===== config.mk =====
export PLATFORM = sky130hd
export DESIGN_NAME = tcf_tx
export DESIGN_NICKNAME = d
export VERILOG_FILES = /design/src/rtl/tcf_pkg.sv /design/src/rtl/tcf_seq.sv /design/src/rtl/tcf_crc.sv /design/src/rtl/tcf_pack.sv /design/src/rtl/tcf_tx.sv
export SDC_FILE = /design/constraint.sdc
export NUM_CORES = 1
export LEC_CHECK = 0
export BUFFER_PORTS_ARGS = -buffer_cell sky130_fd_sc_hd__buf_2
export CAP_MARGIN = 20
export CORE_UTILIZATION = 35
export DETAILED_ROUTE_END_ITERATION = 7
export PLACE_DENSITY = 0.65
export SYNTH_ARGS = -nofsm -noshare
export SYNTH_HDL_FRONTEND = slang
export SYNTH_HIERARCHICAL = 1
export SYNTH_SLANG_ARGS = --single-unit

===== constraint.sdc =====
create_clock -name clk -period 4.7 [get_ports clk]
set_clock_uncertainty 0.05 [all_clocks]
set_input_delay 0.47 -clock clk [delete_from_list [all_inputs] [get_ports clk]]
set_output_delay 0.47 -clock clk [all_outputs]
set_load 0.02 [all_outputs]

===== src/rtl/tcf_pkg.sv =====
package tcf_pkg;
  localparam int FRAME_BYTES = 20;
  localparam int BODY_BYTES  = 16;
  localparam int SEC_W       = 40;
  localparam int NS_W        = 30;
  localparam int FLAG_W      = 2;
  localparam int SID_W       = 32;
  localparam int IDX_W       = $clog2(FRAME_BYTES);

  typedef struct packed {
    logic [SEC_W-1:0]  sec;
    logic [NS_W-1:0]   ns;
    logic [FLAG_W-1:0] flags;
    logic [SID_W-1:0]  sid;
  } tcf_fields_t;

  // One byte of reflected CRC32, least significant input bit first.
  function automatic logic [31:0] crc32_step(input logic [31:0] c, input logic [7:0] d);
    logic [31:0] r;
    r = c;
    for (int b = 0; b < 8; b++) begin
      r = (r >> 1) ^ (((r[0] ^ d[b]) != 1'b0) ? 32'hEDB88320 : 32'h0);
    end
    return r;
  endfunction
endpackage


===== src/rtl/tcf_seq.sv =====
module tcf_seq
  import tcf_pkg::*;
(
  input  logic             clk,
  input  logic             rst_n,
  input  logic             start,
  input  logic             spill,
  input  logic             ready,
  output logic             active,
  output logic             load,
  output logic             step,
  output logic [IDX_W-1:0] idx
);
  localparam logic [IDX_W-1:0] LAST = IDX_W'(FRAME_BYTES - 1);

  assign load = !active && start && !spill;
  assign step = active && ready;

  always_ff @(posedge clk) begin
    if (!rst_n) begin
      active <= 1'b0;
      idx    <= '0;
    end else if (load) begin
      active <= 1'b1;
      idx    <= '0;
    end else if (step) begin
      if (idx == LAST) begin
        active <= 1'b0;
        idx    <= '0;
      end else begin
        idx <= idx + 1'b1;
      end
    end
  end

  // every frame begins at position zero
  p_first_pos_r2: assert property (@(posedge clk) disable iff (!rst_n)
    $rose(active) |-> idx == '0);
  // spill high keeps an idle channel idle
  p_spill_block_r9: assert property (@(posedge clk) disable iff (!rst_n)
    (!active && spill) |=> !active);
  // position frozen without ready
  p_pos_hold_r8: assert property (@(posedge clk) disable iff (!rst_n)
    (active && !ready) |=> (active && $stable(idx)));
endmodule


===== src/rtl/tcf_crc.sv =====
module tcf_crc
  import tcf_pkg::*;
(
  input  logic        clk,
  input  logic        rst_n,
  input  logic        clear,
  input  logic        en,
  input  logic [7:0]  din,
  output logic [31:0] crc
);
  logic [31:0] acc;

  always_ff @(posedge clk) begin
    if (!rst_n || clear) acc <= '1;
    else if (en)         acc <= crc32_step(acc, din);
  end

  assign crc = ~acc;
endmodule


===== src/rtl/tcf_pack.sv =====
module tcf_pack
  import tcf_pkg::*;
#(
  parameter logic [7:0] FRAME_TYPE = 8'h01
) (
  input  tcf_fields_t      fields,
  input  logic [IDX_W-1:0] idx,
  input  logic [31:0]      crc,
  output logic [7:0]       byte_out
);
  localparam int BODY_W = BODY_BYTES * 8;
  localparam int RSV_W  = BODY_W - 8 - SEC_W - NS_W - FLAG_W - SID_W;

  logic [BODY_W-1:0] body;
  assign body = {FRAME_TYPE, fields.sec, fields.ns, fields.flags, fields.sid, {RSV_W{1'b0}}};

  always_comb begin
    int pos;
    pos = int'(idx);
    if (pos < BODY_BYTES) byte_out = body[8*(BODY_BYTES-1-pos) +: 8];
    else                  byte_out = crc[8*(FRAME_BYTES-1-pos) +: 8];
  end
endmodule


===== src/rtl/tcf_tx.sv =====
module tcf_tx
  import tcf_pkg::*;
#(
  parameter logic [7:0] FRAME_TYPE = 8'h01,
  parameter logic [7:0] IDLE_SYM   = 8'hBC
) (
  input  logic        clk,
  input  logic        rst_n,
  input  logic        spill,
  input  logic        start,
  input  logic [39:0] tai_sec,
  input  logic [29:0] tai_ns,
  input  logic [1:0]  tai_flags,
  input  logic [31:0] spill_id,
  input  logic        tx_ready,
  output logic        busy,
  output logic [7:0]  tx_data,
  output logic        tx_k,
  output logic        tx_valid
);
  logic             active, load, step;
  logic [IDX_W-1:0] idx;
  logic [31:0]      crc;
  logic [7:0]       frame_byte;
  tcf_fields_t      held;

  tcf_seq u_seq (
    .clk(clk), .rst_n(rst_n), .start(start), .spill(spill), .ready(tx_ready),
    .active(active), .load(load), .step(step), .idx(idx)
  );

  always_ff @(posedge clk) begin
    if (!rst_n)    held <= '0;
    else if (load) held <= '{sec: tai_sec, ns: tai_ns, flags: tai_flags, sid: spill_id};
  end

  tcf_pack #(.FRAME_TYPE(FRAME_TYPE)) u_pack (
    .fields(held), .idx(idx), .crc(crc), .byte_out(frame_byte)
  );

  tcf_crc u_crc (
    .clk(clk), .rst_n(rst_n), .clear(load),
    .en(step && (int'(idx) < BODY_BYTES)), .din(frame_byte), .crc(crc)
  );

  assign busy     = active;
  assign tx_valid = 1'b1;
  assign tx_k     = !active;
  assign tx_data  = active ? frame_byte : IDLE_SYM;

  // symbol and flag held under back-pressure
  p_sym_hold_r8: assert property (@(posedge clk) disable iff (!rst_n)
    (tx_valid && !tx_ready && busy) |=> ($stable(tx_data) && $stable(tx_k)));
  // accepted start raises busy at the next edge
  p_start_busy_r2: assert property (@(posedge clk) disable iff (!rst_n)
    (!busy && start && !spill) |=> busy);
  // field latch frozen during a frame
  p_fields_frozen_r10: assert property (@(posedge clk) disable iff (!rst_n)
    (busy && $past(busy)) |-> $stable(held));
  // the idle stream never drops valid
  p_valid_r1: assert property (@(posedge clk) disable iff (!rst_n) tx_valid);
endmodule


=== Word-level counts from Yosys, hierarchy flattened ===
Index checks and enable logic that the tools add are counted.

* Bits in registers: 142
* Input bits: 109
* Word-level logic and storage cells: 58

* $add $sub $neg: 3
* Magnitude comparators: 1
* Equality and inequality tests: 1
* Shift operators: 2
* Mux-type cells: 14
* Bitwise logic cells: 18
* Reduce and logical (&&, ||, !) cells: 12

{| class="wikitable"
|+ Operator list
! operator !! count
|-
| 32-bit 2-to-1 mux || 8
|-
| 31-bit by 32-bit XOR with 32-bit output || 8
|-
| 128-bit by 32-bit indexed part select with 8-bit output || 1
|-
| 32-bit NOT || 1
|-
| 32-bit by 32-bit indexed part select with 8-bit output || 1
|-
| 8-bit 2-to-1 mux || 2
|-
| 1-bit XOR || 8
|-
| 4-bit by 5-bit subtractor with 6-bit output (first input constant) || 1
|-
| 5-bit by 5-bit subtractor with 6-bit output (first input constant) || 1
|-
| 5-bit by 1-bit adder with 5-bit output (second input constant) || 1
|-
| 5-bit == test (second input constant) || 1
|-
| 5-bit < comparator (second input constant) || 1
|-
| 5-bit 2-to-1 mux || 1
|-
| 1-bit logical AND || 4
|-
| 2-bit nonzero test || 2
|-
| 1-bit logical NOT || 3
|-
| 1-bit 2-to-1 mux || 3
|-
| 2-bit AND reduction || 1
|-
| 2-bit OR reduction || 1
|-
| 1-bit logical OR || 1
|-
| 1-bit NOT || 1
|}

=== Longest topological paths before layout ===
* Depth in word-level cells: 27
* Gate-level depth with buffers: 12
* Mapped depth without buffers: 10

=== Hierarchy ===
Netlist, hierarchy kept.

{| class="wikitable"
|+ Modules (own cells, without submodules)
! module !! instances !! cells each !! area an instance (µm²) !! seq. area each (µm²)
|-
| tcf_tx || 1 || 347 || 4030.1 || 2082.0
|-
| tcf_crc || 1 || 216 || 1988.2 || 640.6
|-
| tcf_pack || 1 || 158 || 1341.3 || 0.0
|-
| tcf_seq || 1 || 36 || 304.0 || 120.1
|}

=== Worst setup path after synthesis ===
No wires, ideal clock.

* Path type: register to register
* Start point: register u_seq.idx[0]
* End point: register u_crc.acc[24]
* Arrival time: 2.770 ns
* Required time: 4.580 ns
* Path slack: 1.810 ns
* Stages on the path, launching flop included: 12
* Period minus slack after synthesis: 2.890 ns
* Cell sequence: dfxtp_1 -> buf_6 -> or4b_4 -> buf_6 -> o22ai_2 -> o32ai_1 -> a21oi_1 -> xnor2_4 -> xnor2_4 -> xnor3_1 -> xor2_1 -> a21oi_1

* Elaborated cells on any way between the ends: 27

{| class="wikitable"
|+ RTL lines
! element !! line !! RTL
|-
| from (decl) || tcf_seq.sv:12 || <nowiki>output logic [IDX_W-1:0] idx</nowiki>
|-
| from (signal assigned) || tcf_seq.sv:31 || <nowiki>idx <= idx + 1'b1;</nowiki>
|-
| 4-bit by 5-bit subtractor with 6-bit output or 5-bit by 5-bit subtractor with 6-bit output (tied branches) || tcf_pack.sv:20, tcf_pack.sv:21 ||
|-
| 128-bit by 32-bit indexed part select with 8-bit output or 32-bit by 32-bit indexed part select with 8-bit output (tied branches) || tcf_pack.sv:20, tcf_pack.sv:21 ||
|-
| 8-bit 2-to-1 mux * || tcf_pack.sv:20 || <nowiki>if (pos < BODY_BYTES) byte_out = body[8*(BODY_BYTES-1-pos) +: 8];</nowiki>
|-
| net frame_byte[5] || tcf_tx.sv:24 || <nowiki>logic [7:0] frame_byte;</nowiki>
|-
| 1-bit XOR * || tcf_pkg.sv:22 || <nowiki>r = (r >> 1) ^ (((r[0] ^ d[b]) != 1'b0) ? 32'hEDB88320 : 32'h0);</nowiki>
|-
| 32-bit 2-to-1 mux * || tcf_pkg.sv:22 ||
|-
| 31-bit by 32-bit XOR with 32-bit output * (3 in a row) || tcf_pkg.sv:22 ||
|-
| to (signal assigned) || tcf_crc.sv:15 || <nowiki>else if (en) acc <= crc32_step(acc, din);</nowiki>
|-
| to (decl) || tcf_crc.sv:11 || <nowiki>logic [31:0] acc;</nowiki>
|}

Mark *: on every way through the listed nets, which the timed path passes. The rest lies on a longest branch.
A chain may end at the register's enable or synchronous reset.

=== Worst setup path in the final report ===
* Start point: register u_seq.idx[2]
* End point: output tx_data[5]

* Longest elaborated chain between the ends: 4
* Elaborated cells on any way between the ends: 7

{| class="wikitable"
|+ RTL lines
! element !! line !! RTL
|-
| 4-bit by 5-bit subtractor with 6-bit output or 5-bit by 5-bit subtractor with 6-bit output (tied branches) || tcf_pack.sv:20, tcf_pack.sv:21 ||
|-
| 128-bit by 32-bit indexed part select with 8-bit output or 32-bit by 32-bit indexed part select with 8-bit output (tied branches) || tcf_pack.sv:20, tcf_pack.sv:21 ||
|-
| 8-bit 2-to-1 mux * || tcf_pack.sv:20 ||
|-
| net frame_byte[5] || tcf_tx.sv:24 ||
|-
| 8-bit 2-to-1 mux * || tcf_tx.sv:49 || <nowiki>assign tx_data = active ? frame_byte : IDLE_SYM;</nowiki>
|-
| to (decl) || tcf_tx.sv:17 || <nowiki>output logic [7:0] tx_data,</nowiki>
|}

Marked as above.

==> flow_summary.toml <==
[power]
leakagePower_nw = 3.431
peakVddDrop_v = 0.0002468
p_per_area_nw_per_um2 = 345.2

[cells_and_area]
fin_cells = 1138
final_net_count = 961
design_area_um2 = 8937
area_growth_pct = 16.62
fillers = 2107
drive_gt1_frac = 0.2236
insertedDiodeCount = 0

[floorplan]
start_util = 0.3611
fp.dieW_um = 150.0
io_pins = 120
die_area_um2 = 22490
fp-row-count = 53
die_h_um = 150.0
core_area_um2 = 21220

[setup_path]
path_class = "reg -> out"
cpPeakStageDelay_ns = 0.72
endpoint_kind = "output pin"
critPathArrivalTime_ns = 3.24
critPathLaunchType = "flop"
cp_cell_sequence = "buf_4 -> or4bb_1 -> o22ai_2 -> o32ai_1 -> a21oi_1 -> nand2b_1 -> buf_2"
worstPathRequired_ns = 4.18
crit_family = "simple AND/OR/NAND/NOR gates"
crit_path_max_fanout = 19
slowest_stage = "or4bb_1"
path_buf_inv = 2

[synth]
syn_area_um2 = 7664
ys_seq_area_frac = 0.3709
synth_top_area_share = 0.3709
yosysMostFrequentCell = "mux2i_1"
yosysTopAreaCell = "dfxtp_1"
synth_cell_type_count = 49
synth_flop_cell = "dfxtp_1"
ys_ff_latch = 142
syn_avg_cell_area_um2 = 10.12
synthTopCellsByCount = "mux2i_1, dfxtp_1, nor2b_1"
synth_area_leaders = "dfxtp_1, mux2i_1, nor2b_1"
syn-instance-count = 757
yosysWarningCount = 6
synth_fp_nets = 867
async_flop_share = 0
synth_edf_count = 0

[global_routing]
antenna_found_initial = 1
grt.total_usage = 0.1771
grt_pass1_wl_um = 30240
grt_max_degree = 106
grt_pass1_vias = 5430
grt_overflow = 0

[placement]
hpwl_um = 13920
place_area_um2 = 8338
place.gp.congestion = 0.8668
io_buffers = 118
dp_cells = 1107
dp_slack_ns = 1.062

[clock_network]
cts_root_buf = "clkbuf_16"
clk-insertion-delay-late_ns = 0.42
holdBufCountCts = 0
cts_made_buffers = 17
cts_tree = "yes"
cts.reportedPaths.clkPinSlew_ns = 0.06
post_cts_buffers = 0
cts.path.max_buffers = 2
cts_resized = 0
cts.sinks = 142
cts_htree_levels = 4

[timing]
setup-tns-final_ns = 0
fin_crit_ns = 3.758
final-setup-viol-count = 0
fin_crit_sh = 0.7997
fin_ws_ns = 0.9416
max_freq_mhz = 266.1
tightest_slew_ns = 0.7717
finalHoldViolCount = 0
fin_hold_ws_ns = 0.2538
slew_viol_final = 0
maxSlewHeadroom = 0.4856
rsz0062_at_grt = "no"

[detailed_routing]
drcViolationCount = 0
vias = 5524
avgViaCountPerCell = 4.854
finalWirelength_um = 19050
postRouteAntennaNets = 0
drt_iter0_markers = 386
wl_per_cell_um = 16.74
firstDrtPassIters = 5

[min_path]
hold_class = "in -> reg"

[status]
status = "finished clean"

[job]
max-cap-violations = 0
sequential cells by signal, indices dropped and copies added, names as in the netlist:
signal	count
held	104
u_seq/idx	5
u_seq/active	1
u_crc/acc	32
final cells by class:
cell class / instances / area (um2) / share of cell area
sequential: 142 / 2844 / 0.3182
multi-input combinational: 524 / 4328 / 0.4843
inverter: 39 / 151.4 / 0.01694
clock inverter: 10 / 138.9 / 0.01554
tap: 275 / 344.1 / 0.03850
clock buffer: 21 / 460.4 / 0.05152
timing repair buffer: 127 / 670.6 / 0.07504
placed cells by master (no fill, tap or decap), drive strengths merged, types with 21 or more instances in the layout:
cell type  count
clkbuf        21
mux2i        159
buf          127
dfxtp        142
nor2          25
inv           38
nand2         24
nor2b        111
a21oi         25
xnor2         52
metrics by stage:
step	total power, mW	utilization
after floorplan	1.623	-
after global placement	1.737	0.3929
after detailed placement	1.738	0.3929
after CTS	3.107	0.4212
after global routing	3.216	0.4212
final	3.085	0.4212
kinds of logic (layout without fill, tap and decap cells):
family          Yosys count  in the layout  share of synthesized area
compound gates           95             95                    0.09257
xor+xnor                 67             67                     0.1040
fa+ha+maj                 1              1                   0.001632
buf+inv                  91            197                    0.06465
flops                   142            142                     0.3709
mux                     167            167                     0.2224
other cells               1              1                  0.0004893
simple gates            193            193                     0.1433
where the power goes:
part | switching [mW] | total (mW) | internal [mW] | leakage [nW]
Sequential | 0.0399 | 1.30 | 1.26 | 1.16
Clock | 0.513 | 1.37 | 0.859 | 0.293
Combinational | 0.210 | 0.412 | 0.202 | 1.98
final timing paths:
| path | start | endpoint | slack (ns) | cells after the start |
|---|---|---|---|---|
| min | tai_ns[16] | held[50] | 0.25 | 3 |
| max reg2reg | u_seq/idx[2] | u_crc/acc[21] | 0.99 | 10 |
| max | u_seq/idx[2] | tx_data[5] | 0.94 | 7 |
| min reg2reg | u_crc/acc[13] | u_crc/acc[13] | 0.42 | 2 |
routing by layer:
metal / GRT usage / up-vias / part of all wire
met5: 0 / - / 0
met4: 0.04899 / 0 / 0.011
met3: 0.04329 / 13 / 0.045
met2: 0.2704 / 136 / 0.45
met1: 0.2461 / 2601 / 0.49
li1: - / 2774 / -
worst register-to-register path, delay by kind of cell, from the launching register on:
family | cells | cell delay, ns
AND/OR/NAND/NOR | 1 | 0.73
flip-flops | 1 | 0.46
AO/OA/AOI/OAI | 4 | 1.00
XOR/XNOR | 4 | 1.05
buffers and inverters | 1 | 0.28
No activity file was read; power rests on OpenSTA's default activity.
